[config.mk]
export PLATFORM = sky130hd
export DESIGN_NAME = dbg_mailbox
export DESIGN_NICKNAME = d
export VERILOG_FILES = /design/src/rtl/dbgmb_pkg.sv /design/src/rtl/dbgmb_steer.sv /design/src/rtl/dbgmb_mbx_reg.sv /design/src/rtl/dbgmb_io_reg.sv /design/src/rtl/dbgmb_fuse_lock.sv /design/src/rtl/dbg_mailbox.sv
export SDC_FILE = /design/constraint.sdc
export NUM_CORES = 1
export LEC_CHECK = 0
export ABC_AREA = 1
export BUFFER_PORTS_ARGS = -buffer_cell sky130_fd_sc_hd__buf_2
export CAP_MARGIN = 20
export CORE_MARGIN = 10
export CORE_UTILIZATION = 41
export DETAILED_ROUTE_END_ITERATION = 16
export PLACE_DENSITY = 0.86
export RECOVER_POWER = 100
export SLEW_MARGIN = 20
export SYNTH_ARGS = -nofsm -noshare
export SYNTH_HDL_FRONTEND = slang
export SYNTH_SLANG_ARGS = --single-unit
[constraint.sdc]
create_clock -name clk -period 1.2 [get_ports clk]
set_clock_uncertainty 0.2 [all_clocks]
set_input_delay 0.06 -clock clk [delete_from_list [all_inputs] [get_ports clk]]
set_output_delay 0.06 -clock clk [all_outputs]
set_load 0.02 [all_outputs]
[src/rtl/dbgmb_pkg.sv]
package dbgmb_pkg;

    localparam int DATA_W = 8;
    localparam int LOCK_N = 2;

    typedef enum logic [1:0] {
        TGT_NONE = 2'd0,
        TGT_MBX  = 2'd1,
        TGT_IO   = 2'd2
    } tgt_e;

    typedef struct packed {
        logic [DATA_W-1:0] data;
        logic              dirty;
    } mbx_t;

    typedef struct packed {
        logic              dbg_fuse;
        logic              port_fuse;
        logic [LOCK_N-1:0] lock;
    } cfg_t;

    // CPU view of the mailbox: flag replaces the top data bit
    function automatic logic [DATA_W-1:0] cpu_view(input mbx_t m);
        return {m.dirty, m.data[DATA_W-2:0]};
    endfunction

endpackage

[src/rtl/dbgmb_steer.sv]
module dbgmb_steer
    import dbgmb_pkg::*;
#(
    parameter int          ADDR_W   = 6,
    parameter logic [5:0]  MBX_ADDR = 6'h31,
    parameter bit          SHARED   = 1'b1
) (
    input  logic [ADDR_W-1:0] addr,
    input  logic              dbg_fuse,
    input  logic              acc_en,
    output tgt_e              tgt
);
    logic hit;
    assign hit = (addr == ADDR_W'(MBX_ADDR));

    generate
        if (SHARED) begin : g_shared
            always_comb begin
                if (!hit)                    tgt = TGT_NONE;
                else if (dbg_fuse && acc_en) tgt = TGT_MBX;
                else                         tgt = TGT_IO;
            end
        end else begin : g_private
            always_comb tgt = hit ? TGT_MBX : TGT_NONE;
        end
    endgenerate
endmodule

[src/rtl/dbgmb_mbx_reg.sv]
module dbgmb_mbx_reg
    import dbgmb_pkg::*;
(
    input  logic              clk,
    input  logic              rst,
    input  logic              wr_en,
    input  logic [DATA_W-1:0] wdata,
    input  logic              ack,
    output mbx_t              q
);
    always_ff @(posedge clk) begin
        if (rst) begin
            q.data  <= '0;
            q.dirty <= 1'b0;
        end else if (wr_en) begin
            q.data  <= wdata;
            q.dirty <= 1'b1;
        end else if (ack) begin
            q.dirty <= 1'b0;
        end
    end
endmodule

[src/rtl/dbgmb_io_reg.sv]
module dbgmb_io_reg
    import dbgmb_pkg::*;
(
    input  logic              clk,
    input  logic              rst,
    input  logic              wr_en,
    input  logic [DATA_W-1:0] wdata,
    output logic [DATA_W-1:0] q
);
    always_ff @(posedge clk) begin
        if (rst)        q <= '0;
        else if (wr_en) q <= wdata;
    end
endmodule

[src/rtl/dbgmb_fuse_lock.sv]
module dbgmb_fuse_lock
    import dbgmb_pkg::*;
#(
    parameter bit DBG_FUSE_RST  = 1'b0,
    parameter bit PORT_FUSE_RST = 1'b1
) (
    input  logic              clk,
    input  logic              rst,
    input  logic              dbg_prog_req,
    input  logic              dbg_clr_req,
    input  logic              port_prog_req,
    input  logic              port_clr_req,
    input  logic [LOCK_N-1:0] lock_prog_req,
    input  logic              erase_req,
    output cfg_t              q,
    output logic              err
);
    logic locked;
    assign locked = |q.lock;

    always_ff @(posedge clk) begin
        if (rst) begin
            q.dbg_fuse  <= DBG_FUSE_RST;
            q.port_fuse <= PORT_FUSE_RST;
            q.lock      <= '0;
            err         <= 1'b0;
        end else begin
            err <= dbg_prog_req && locked;

            if (dbg_clr_req)                   q.dbg_fuse <= 1'b0;
            else if (dbg_prog_req && !locked)  q.dbg_fuse <= 1'b1;

            if (port_clr_req)       q.port_fuse <= 1'b0;
            else if (port_prog_req) q.port_fuse <= 1'b1;

            if (erase_req) q.lock <= '0;
            else           q.lock <= q.lock | lock_prog_req;
        end
    end
endmodule

[src/rtl/dbg_mailbox.sv]
module dbg_mailbox
    import dbgmb_pkg::*;
#(
    parameter int         ADDR_W   = 6,
    parameter logic [5:0] MBX_ADDR = 6'h31,
    parameter bit         SHARED   = 1'b1
) (
    input  logic              clk,
    input  logic              rst,
    input  logic [ADDR_W-1:0] cpu_addr,
    input  logic              cpu_wr,
    input  logic              cpu_rd,
    input  logic [7:0]        cpu_wdata,
    output logic [7:0]        cpu_rdata,
    input  logic              dbg_acc_en,
    input  logic              dbg_rd_ack,
    output logic [7:0]        dbg_rd_data,
    output logic              dbg_flag,
    input  logic              dbg_fuse_prog_req,
    input  logic              dbg_fuse_clr_req,
    input  logic              port_fuse_prog_req,
    input  logic              port_fuse_clr_req,
    input  logic [1:0]        lock_prog_req,
    input  logic              chip_erase_req,
    input  logic              port_dis,
    output logic              dbg_fuse_q,
    output logic              port_fuse_q,
    output logic [1:0]        lock_q,
    output logic              fuse_prog_err,
    output logic              dbg_port_en
);
    tgt_e              tgt;
    mbx_t              mbx_q;
    cfg_t              cfg_q;
    logic [DATA_W-1:0] io_q;

    dbgmb_steer #(.ADDR_W(ADDR_W), .MBX_ADDR(MBX_ADDR), .SHARED(SHARED)) u_steer (
        .addr     (cpu_addr),
        .dbg_fuse (cfg_q.dbg_fuse),
        .acc_en   (dbg_acc_en),
        .tgt      (tgt)
    );

    dbgmb_mbx_reg u_mbx (
        .clk   (clk),
        .rst   (rst),
        .wr_en (cpu_wr && (tgt == TGT_MBX)),
        .wdata (cpu_wdata),
        .ack   (dbg_rd_ack),
        .q     (mbx_q)
    );

    dbgmb_io_reg u_io (
        .clk   (clk),
        .rst   (rst),
        .wr_en (cpu_wr && (tgt == TGT_IO)),
        .wdata (cpu_wdata),
        .q     (io_q)
    );

    dbgmb_fuse_lock u_cfg (
        .clk           (clk),
        .rst           (rst),
        .dbg_prog_req  (dbg_fuse_prog_req),
        .dbg_clr_req   (dbg_fuse_clr_req),
        .port_prog_req (port_fuse_prog_req),
        .port_clr_req  (port_fuse_clr_req),
        .lock_prog_req (lock_prog_req),
        .erase_req     (chip_erase_req),
        .q             (cfg_q),
        .err           (fuse_prog_err)
    );

    always_comb begin
        cpu_rdata = '0;
        if (cpu_rd) begin
            case (tgt)
                TGT_MBX: cpu_rdata = cpu_view(mbx_q);
                TGT_IO:  cpu_rdata = io_q;
                default: cpu_rdata = '0;
            endcase
        end
    end

    assign dbg_rd_data = mbx_q.data;
    assign dbg_flag    = mbx_q.dirty;
    assign dbg_fuse_q  = cfg_q.dbg_fuse;
    assign port_fuse_q = cfg_q.port_fuse;
    assign lock_q      = cfg_q.lock;
    assign dbg_port_en = cfg_q.port_fuse && !port_dis;
endmodule

==> run_results.csv, run 1 <==
group,metric,value,unit
status,outcome,"complete, but fails checks",
timing,final_period_minus_worst_setup_slack,1.82,ns
worst_setup_path,crit_path_end_kind,"primary output",
global_route,wire_length_of_the_first_global_routing_pass,6240,um
final_layout,post_route_utilization,82.7,%
synthesis,synth_top_cell_by_area,"dfxtp_1",
worst_setup_path,setup.worst_path.start_class,"flip-flop",
job,max_capacitance_violation_total,0,
final_layout,fillCellCount,135,
worst_setup_path,required,0.94,ns
timing,period_share,151,%
final_layout,drive_above_1_share,54.2,%
final_layout,areaGrowthSynthToFinish,92.2,%
routing,drt_first_iter_violations,158,
cts,max-clock-path-buffers,2,
synthesis,synth.ff_latch_count,22,
global_route,gr-total-overflow,0,
floorplan,coreArea,2500,um^2
pwr,power_report.internal_total,1.00,mW
worst_setup_path,crit_fanout,7,
synthesis,syn_area_per_cell,6.64,um^2
final_layout,final_nets,278,
pwr,clkPwrFrac,26.6,%
floorplan,floorplan.initialDensity,43.0,%
synthesis,synth.top_cells.by_area,"dfxtp_1 41%, nand2_1 16%, nor2_1 14%, inv_1 7.3%, a21oi_1 4.7%",
pwr,power.leakage,0.993,nW
synthesis,synthDistinctLibCells,19,
cts,worst_setup_hold_path_clk_slew,0.14,ns
status,violations,"setup timing",
global_route,vias_in_the_first_global_route,1345,
placement,routability_congestion_estimate,0.725,
global_route,track_usage,14.8,%
worst_hold_path,min_path_type,"primary input to flip-flop",
placement,io_buffer_count,50,
routing,post-route-drc-count,0,
routing,via_per_inst,5.08,
pwr,power.switching_fraction,27.6,%
pwr,seq_power_share,54.4,%
synthesis,synth_top_cell_area_share,40.9,%
global_route,pin_count_of_the_biggest_net_entering_global_routing,18,
pwr,report.power.total,1.38,mW
placement,place.detailed.hpwl,2500,um
pwr,netSwitchingPower,0.381,mW
timing,fmax,550,MHz
routing,routedWlPerCell,17.7,um
cts,numClockSinks,22,
synthesis,synth_sequential_area_ratio,40.9,%
pwr,combPwrFrac,19.1,%
cts,cts_tree,"done",
routing,drt_wl_total,4940,um
floorplan,fp.dieH,71.2,um
timing,worstMarginPinSlew,0.742,ns
cts,tritoncts.num_buffers,3,
synthesis,synth_area,1080,um^2
routing,num_vias,1417,
timing,hold_viol,0,
synthesis,synth-warning-count,0,
timing,maxSlewViolCount,0,
global_route,number_of_antenna_violations_at_the_first_check_in_global_routing,0,
cts,htree_num_levels,1,
floorplan,std_cell_rows,18,
worst_setup_path,arrival,1.56,ns
cts,clock_tree.root_cell,"clkbuf_4",
routing,ant_nets,0,
pwr,cellPowerDensity,668,nW/um^2
placement,pre_cts_ws,-0.165,ns
cts,worst_skew_pair.late_latency,0.32,ns
timing,setup_total_negative_slack,-10.40,ns
final_layout,antenna-diode-count,0,
floorplan,io_pins,51,
floorplan,die_area,5070,um^2
routing,dr.pass1.iters,4,
pwr,maximum_vdd_drop,0.632,mV
timing,setup_violations,29,
timing,grt_setup_unrepaired,"yes",
timing,max_slew_margin,50.5,%
worst_setup_path,crit_type,"flip-flop to primary output",
synthesis,postSynthCellCount,162,
placement,dpl-instance-area,1490,um^2
floorplan,chipWidth,71.2,um
final_layout,final_design_area_no_fill,2070,um^2
synthesis,syn-num-nets,190,
timing,finalWorstSetupSlack,-0.617,ns
critical path, stage by stage (launching register included):
cell and delay, ns:
dfxtp_4 0.38, nand2_4 0.10, inv_8 0.05, nor2_4 0.13
buf_6 0.14, nand2_1 0.10, a21oi_4 0.16, buf_6 0.15
final timing paths:
path,start,endpoint,slack [ns],cells after the start
max reg2reg,u_cfg.q[3],u_mbx.q[7],-0.43,9
min,cpu_wr,u_mbx.q[6],0.03,4
min reg2reg,u_cfg.q[0],u_cfg.q[0],0.33,2
max,u_cfg.q[3],cpu_rdata[6],-0.62,7
layout make-up:
cell class,count,area (um^2),area share [%]
Tap cell,30,37.5,1.81
Inverter,23,96.3,4.66
Multi-Input combinational cell,112,743,35.9
Sequential cell,22,450,21.8
Clock buffer,4,26.3,1.27
Timing Repair Buffer,88,714,34.5
per-layer routing:
layer,global-route usage (%),vias up,part of all wire [%]
met5,0,-,0
met4,7.96,0,2.9
met3,2.89,16,7.4
met2,29.3,88,53
met1,13.7,645,37
li1,-,668,-
cells in the mapped netlist (all sizes together):
cell type and count:
nand2 46, inv 22, dfxtp 22, nand4 10
or2 2, o21ai 1, nor2 42, clkinv 1
buf 5, a21oi 10, nor3 1
timing repair:
item | in CTS | in global routing
gates resized for setup | 35 | 53
endpoints found under the hold margin | 22 | 0
pin swaps | 2 | 10
hold buffers | 17 | 0
setup buffers | 3 | 9
endpoints found under the setup margin | 28 | 30
through the flow:
stage / std cells / hold WS, ns
4_1_cts: 270 / 0.0165
2_1_floorplan: 162 / -0.0729
5_1_grt: 279 / 0.0371
6_report: 279 / 0.0277
3_3_place_gp: 246 / 0.0189
3_5_place_dp: 246 / 0.0215
power by group through the flow:
stage               Sequential [mW]  Combinational [mW]  Clock [mW]
detailed placement            0.762               0.157           0
global placement              0.762               0.153           0
finish                        0.751               0.264       0.367
global route                  0.752               0.277       0.402
CTS                           0.746               0.211       0.358
floorplan                     0.773              0.0664           0
logic make-up after synthesis:
group	Yosys count	share of synthesized area, %
DFF	22	40.9
AOI/OAI and AO/OA	11	5.12
buffers and inverters	28	12.0
and+or+nand+nor	101	42.0
sequential cells by signal (all words and copies together) (netlist names):
register   flops
u_io.q         8
u_mbx.q        9
u_cfg.q        4
u_cfg.err      1
cells in the final DEF (no fill, tap or decap), types with 8 or more instances in the layout:
cell | synthesis | layout
dlygate4sd3_1 | 0 | 17
nand4_1 | 8 | 8
buf_4 | 2 | 10
nand2_2 | 1 | 20
buf_6 | 2 | 20
dfxtp_1 | 22 | 16
a21oi_4 | 0 | 9
nor2_2 | 1 | 10
buf_2 | 1 | 28
nand2_1 | 45 | 21
clkbuf_2 | 0 | 9
nor2_1 | 39 | 29
inv_1 | 21 | 19
No activity file was read; power rests on OpenSTA's default activity.
==> inputs of run 2 (changes only) <==
BUFFER_PORTS_ARGS = -buffer_cell sky130_fd_sc_hd__buf_4   (was -buffer_cell sky130_fd_sc_hd__buf_2)
CORE_UTILIZATION = 40   (was 41)
PLACE_DENSITY = 0.85   (was 0.86)
SETUP_SLACK_MARGIN = 0.05   (was unset)
SYNTH_HIERARCHICAL = 1   (was unset)
==> run 2 against run 1 <==
  * The flow still finishes with violations (setup timing)
  * Maximum frequency is 6.7% lower
  * Synthesized cell count is 3.1% lower
  * Sequential cell count stayed put
  * Critical path depth is 1 higher
  * Power is 0.64% lower
  * Non-clock buffer count is 7 lower
  * Critical path type unchanged
  * Register-to-register slack worse by 0.20 ns
  * Largest power group unchanged
  * Die area is 0.69% lower
  * Via count hardly changed
  * Clock power is 3% lower
  * Combinational power is 2% higher
  * Sequential share of layout area is 1.4 points lower
  * Largest cell class unchanged
==> run_results.csv, run 2 <==
group,metric,value,unit
synthesis,synth_sequential_area_ratio,42.4,%
worst_setup_path,crit_path_end_kind,"primary output",
timing,worstMarginPinSlew,0.515,ns
worst_setup_path,slowest_delay,0.38,ns
worst_setup_path,timing.reg2reg.worst_path_depth,11,
final_layout,areaGrowthSynthToFinish,116,%
global_route,vias_in_the_first_global_route,1412,
synthesis,synthDistinctLibCells,16,
synthesis,yosys_most_used_dff,"dfxtp_1",
routing,num_vias,1418,
global_route,pin_count_of_the_biggest_net_entering_global_routing,13,
cts,cts_tree,"done",
floorplan,std_cell_rows,18,
status,violations,"setup timing",
synthesis,syn-num-nets,187,
final_layout,number_of_flip_flops_in_the_largest_register,9,
floorplan,io_pins,51,
floorplan,floorplan.initialDensity,42.0,%
pwr,cellPowerDensity,612,nW/um^2
routing,drt_wl_total,5300,um
worst_setup_path,timing.critical_path.cells,"nand2_4 -> nor2_4 -> buf_6 -> ha_4 -> buf_12 -> nand2_1 -> a21oi_4 -> buf_6",
cts,max-clock-path-buffers,2,
cts,numClockSinks,22,
synthesis,syn_area_per_cell,6.62,um^2
pwr,netSwitchingPower,0.361,mW
timing,period_share,162,%
synthesis,synthArstFlopShare,0,%
worst_setup_path,setup.worst_path.start_class,"flip-flop",
synthesis,synth_top_cell_area_share,42.4,%
synthesis,synth.top_cells.by_area,"dfxtp_1 42%, nor2_1 15%, nand2_1 14%, inv_1 7.9%, a21oi_1 4.3%",
timing,hold_viol,0,
synthesis,post-synth-top-count-cell,"nor2_1",
final_layout,antenna-diode-count,0,
final_layout,commonest_non_fill_non_tap_cell_in_the_layout,"buf_4",
synthesis,synth.ff_latch_count,22,
job,max_capacitance_violation_total,0,
final_layout,largest_registers,"u_mbx/q x9, u_io/q x8, u_cfg/q x4",
floorplan,chipWidth,71.0,um
final_layout,largest_register,"u_mbx/q",
timing,final_period_minus_worst_setup_slack,1.95,ns
routing,dr.pass1.iters,5,
cts,htree_num_levels,1,
pwr,power_report.internal_total,1.01,mW
routing,post-route-drc-count,0,
worst_setup_path,required,0.94,ns
cts,tritoncts.num_buffers,3,
timing,max_slew_margin,65.6,%
worst_setup_path,crit_path_top_delay_cell,"dfxtp_4",
routing,drt_first_iter_violations,136,
pwr,clkPwrFrac,25.9,%
final_layout,final_cell_mix,"41 x buf_4, 27 x nor2_1, 18 x dlygate4sd3_1",
floorplan,coreArea,2480,um^2
placement,pre_cts_ws,-0.387,ns
synthesis,synth-warning-count,6,
placement,routability_congestion_estimate,0.800,
pwr,power.leakage,1.01,nW
synthesis,synth_area,1040,um^2
final_layout,final_nets,271,
pwr,report.power.total,1.37,mW
global_route,wire_length_of_the_first_global_routing_pass,6620,um
routing,routedWlPerCell,19.6,um
timing,maxSlewViolCount,0,
synthesis,yosys-top-cells-count,"41 x nor2_1, 39 x nand2_1, 22 x dfxtp_1, 22 x inv_1",
pwr,maximum_vdd_drop,0.578,mV
global_route,gr-total-overflow,0,
cts,worst_skew_pair.late_latency,0.30,ns
final_layout,drive_above_1_share,60.4,%
timing,finalWorstSetupSlack,-0.748,ns
global_route,number_of_antenna_violations_at_the_first_check_in_global_routing,0,
pwr,combPwrFrac,19.7,%
timing,setup_violations,28,
synthesis,postSynthCellCount,157,
timing,whs,0.0407,ns
placement,place.detailed.hpwl,2540,um
timing,fmax,513,MHz
timing,grt_setup_unrepaired,"yes",
routing,via_per_inst,5.25,
synthesis,synth_top_cell_by_area,"dfxtp_1",
floorplan,fp.dieH,71.0,um
placement,io_buffer_count,50,
pwr,seq_power_share,54.4,%
floorplan,die_area,5040,um^2
cts,worst_setup_hold_path_clk_slew,0.12,ns
worst_hold_path,min_path_type,"primary input to flip-flop",
worst_setup_path,arrival,1.69,ns
routing,ant_nets,0,
status,outcome,"complete, but fails checks",
global_route,track_usage,15.9,%
synthesis,synth_enable_flop_cells,0,
final_layout,fillCellCount,106,
worst_setup_path,crit_type,"flip-flop to primary output",
cts,clock_tree.root_cell,"clkbuf_4",
worst_hold_path,whs_path_depth,6,
worst_setup_path,path_common_cell,"buf_6",
worst_setup_path,crit_fanout,4,
final_layout,post_route_utilization,90.5,%
pwr,power.switching_fraction,26.3,%
==> run 2: power groups by stage <==
stage,Combinational (mW),Clock (mW),Sequential [mW]
floorplan,0.0535,0,0.773
global placement,0.170,0,0.763
detailed placement,0.173,0,0.763
CTS,0.229,0.361,0.747
global route,0.286,0.394,0.749
finish,0.270,0.355,0.747
==> run 2: stage by stage <==
step	instances	cell area (um^2)	TNS (ns)
finish	270	2240	-14.09
detailed placement	238	1620	-8.55
global route	270	2240	-15.50
CTS	263	1970	-10.81
global placement	238	1620	-8.00
floorplan	157	1200	-7.67
==> run 2: what timing repair did <==
action | 4_1_cts | 5_1_grt
gates cloned | 1 | 2
setup endpoints to repair | 27 | 35
hold buffers | 18 | 0
hold endpoints to repair | 22 | 0
buffers inserted | 2 | 6
pin swaps | 11 | 21
resized for setup | 31 | 64
==> run 2: final cells by class <==
cell class                      instances  area, um^2  area share (%)
Clock buffer                            4        26.3            1.17
Inverter                               23         121            5.41
Multi-Input combinational cell        108         810            36.1
Sequential cell                        22         458            20.4
Tap cell                               30        37.5            1.67
Timing Repair Buffer                   81         764            34.1
Timing Repair inverter                  2        25.0            1.12
==> run 2: final timing paths <==
check,start,end,slack (ns)
max,u_cfg/q[3],cpu_rdata[2],-0.75
min,cpu_wr,u_io/q[7],0.04
max reg2reg,u_cfg/q[3],u_mbx/q[4],-0.63
min reg2reg,u_mbx/q[0],u_mbx/q[0],0.32
==> run 2: layer usage <==
layer,wire (um),vias to the layer above,GRT usage [%]
li1,-,639,-
met1,1990,665,16.3
met2,2600,88,28.7
met3,463,26,5.44
met4,246,0,6.45
met5,0,-,0
==> run 2: worst max-delay path, delay by kind of cell, from the launching register on <==
family	cells	cell delay, ns
AO/OA/AOI/OAI	1	0.19
adder cells (fa/ha/maj)	1	0.15
buffers and inverters	3	0.36
flip-flops	1	0.38
AND/OR/NAND/NOR	3	0.30
==> run 2: cells by family after synthesis <==
kind of cell,Yosys count,share of synthesized area [%]
buffers and inverters,27,12.3
AND/OR/NAND/NOR,87,33.5
adder cells (fa/ha/maj),2,2.41
AO/OA/AOI/OAI,19,9.51
flip-flops,22,42.4
==> inputs of run 3 (changes only) <==
clock period = 1.75 ns   (was 1.2 ns; I/O delays follow)
==> run 3 against run 2 <==
  * The run still ends with setup timing left
  * Final area is 22% lower
  * Critical path type unchanged
  * Critical path depth stayed put
  * Non-clock buffer count is 8 lower
  * Utilization is 20 points lower
  * Critical endpoint is now cpu_rdata[5]
  * Register-to-register slack better by 0.75 ns
  * Sequential power is 31% lower
  * Clock power is 32% lower
  * Worst hold slack worse by 0.014 ns
  * First-iteration DRC count is 74% lower
  * Die area stayed put
  * Largest power group unchanged
==> run_results.csv, run 3 (synthesized netlist as in run 2, its figures left out) <==
group,metric,value,unit
timing,period_share,107,%
cts,worst_skew_pair.late_latency,0.30,ns
pwr,clkPwrFrac,26.9,%
worst_setup_path,setup.worst_path.start_class,"flip-flop",
worst_setup_path,timing.reg2reg.worst_path_depth,10,
pwr,seq_power_share,56.9,%
timing,whs,0.0268,ns
routing,drt_first_iter_violations,36,
cts,tritoncts.num_buffers,3,
final_layout,area.sequential,444,um^2
worst_setup_path,start_of_the_worst_register_to_register_path,"u_cfg/q[3]",
worst_setup_path,critical-path-top-delay-family,"flip-flops",
final_layout,final_nets,261,
placement,dpl-instance-area,1440,um^2
final_layout,final_cell_mix,"38 x nor2_1, 38 x buf_4, 32 x nand2_1",
floorplan,coreArea,2480,um^2
status,violations,"setup timing",
floorplan,std_cell_rows,18,
final_layout,areaGrowthSynthToFinish,68.4,%
timing,max_slew_margin,80.4,%
final_layout,antenna-diode-count,0,
routing,drt_wl_total,3480,um
timing,setup_violations,8,
timing,hold_viol,0,
worst_hold_path,min_path_type,"primary input to flip-flop",
global_route,track_usage,12.6,%
pwr,cellPowerDensity,514,nW/um^2
timing,setup_total_negative_slack,-0.883,ns
pwr,power.leakage,0.817,nW
floorplan,fp.dieH,71.0,um
placement,pre_cts_ws,-0.0310,ns
pwr,combPwrFrac,16.2,%
worst_setup_path,crit_path_end_kind,"primary output",
worst_setup_path,critical_path.startpoint,"u_cfg/q[3]",
cts,worst_setup_hold_path_clk_slew,0.12,ns
cts,htree_num_levels,1,
global_route,pin_count_of_the_biggest_net_entering_global_routing,13,
worst_setup_path,crit_fanout,8,
worst_setup_path,timing.critical_path.cells,"nand2_4 -> nor2_4 -> inv_2 -> ha_4 -> inv_4 -> nand2_8 -> a21oi_2 -> buf_4",
global_route,gr-total-overflow,0,
global_route,global_route.peak_usage_layer,"met2",
status,outcome,"complete, but fails checks",
final_layout,multi_input_comb_area,587,um^2
floorplan,io_pins,51,
worst_setup_path,regToRegSetupSlack,0.12,ns
timing,finalWorstSetupSlack,-0.122,ns
worst_hold_path,whs_path_depth,5,
routing,dr.pass1.iters,4,
global_route,vias_in_the_first_global_route,1182,
cts,max-clock-path-buffers,2,
worst_setup_path,crit_type,"flip-flop to primary output",
pwr,power_report.internal_total,0.680,mW
final_layout,largest_register,"u_mbx/q",
worst_setup_path,arrival,1.58,ns
timing,worstMarginPinSlew,0.294,ns
floorplan,chipWidth,71.0,um
final_layout,fillCellCount,214,
routing,num_vias,1208,
cts,numClockSinks,22,
final_layout,largest_registers,"u_mbx/q x9, u_io/q x8, u_cfg/q x4",
timing,fmax,534,MHz
worst_setup_path,setup_crit_end,"cpu_rdata[5]",
worst_setup_path,r2r_end,"u_mbx/q[2]",
cts,clock_tree.root_cell,"clkbuf_4",
pwr,power.switching_fraction,24.4,%
floorplan,die_area,5040,um^2
global_route,wire_length_of_the_first_global_routing_pass,5310,um
global_route,use_met2,22.3,%
worst_setup_path,required,1.46,ns
routing,ant_nets,0,
global_route,groute.layer.met1.usage,13.5,%
placement,routability_congestion_estimate,0.871,
routing,routedWlPerCell,13.4,um
final_layout,final_design_area_no_fill,1750,um^2
worst_setup_path,critical_path.n_buffers_inverters,3,
worst_setup_path,crit_path_top_delay_cell,"dfxtp_4",
cts,cts_tree,"done",
placement,place.detailed.hpwl,2290,um
final_layout,number_of_flip_flops_in_the_largest_register,9,
final_layout,drive_above_1_share,34.3,%
timing,maxSlewViolCount,0,
global_route,global_route.usage.met3,4.32,%
floorplan,floorplan.initialDensity,42.0,%
global_route,number_of_antenna_violations_at_the_first_check_in_global_routing,0,
pwr,netSwitchingPower,0.220,mW
pwr,maximum_vdd_drop,0.468,mV
routing,via_per_inst,4.65,
final_layout,post_route_utilization,70.7,%
placement,io_buffer_count,50,
worst_setup_path,cp.depth,8,
timing,grt_setup_unrepaired,"yes",
timing,final_period_minus_worst_setup_slack,1.87,ns
job,max_capacitance_violation_total,0,
worst_setup_path,slowest_delay,0.38,ns
routing,post-route-drc-count,0,
[run 3: final cells by class]
class | count | share of cell area [%]
inverters | 23 | 5.50
multi-input cells | 108 | 33.5
clock buffers | 4 | 1.50
well taps | 30 | 2.14
repair buffers | 73 | 32.0
flip-flops and latches | 22 | 25.4
[run 3: routing by layer]
layer / routed length [um] / part of all wire, % / vias to the layer above
met5: 0 / 0 / -
met1: 1400 / 40 / 540
met2: 1770 / 51 / 42
met3: 236 / 6.8 / 10
met4: 80 / 2.3 / 0
li1: - / - / 616
[run 3: power by group through the flow]
stage,Combinational (mW),Clock (mW),Sequential (mW)
final,0.146,0.242,0.512
after global routing,0.159,0.263,0.513
after CTS,0.146,0.237,0.512
after detailed placement,0.108,0,0.523
after global placement,0.107,0,0.522
after floorplan,0.0335,0,0.529
[run 3: tightest hold or removal path, cell delays in order]
cell and delay, ns:
buf_4 0.12, nand2_2 0.08, inv_4 0.07, clkinv_4 0.09
a21oi_2 0.06
[run 3: through the flow]
stage                     cells  total power, mW
after floorplan             157            0.563
after global placement      236            0.630
after detailed placement    236            0.631
after CTS                   260            0.894
after global routing        260            0.936
final                       260            0.900
[run 3: how the worst min path moves through the flow]
stage                      start          to
6_report                  cpu_wr  u_mbx/q[0]
5_1_grt                   cpu_wr  u_mbx/q[0]
4_1_cts                   cpu_wr  u_mbx/q[6]
3_5_place_dp   port_fuse_clr_req  u_cfg/q[2]
3_3_place_gp   port_fuse_clr_req  u_cfg/q[2]
2_1_floorplan                rst  u_mbx/q[0]
[run 3: what timing repair did]
action / in CTS / in global routing
setup buffers: 2 / 0
gates resized for setup: 26 / 21
pin swaps: 13 / 4
endpoints found under the setup margin: 16 / 17
gates cloned: 0 / 0
endpoints found under the hold margin: 22 / 0
hold buffers: 18 / 0
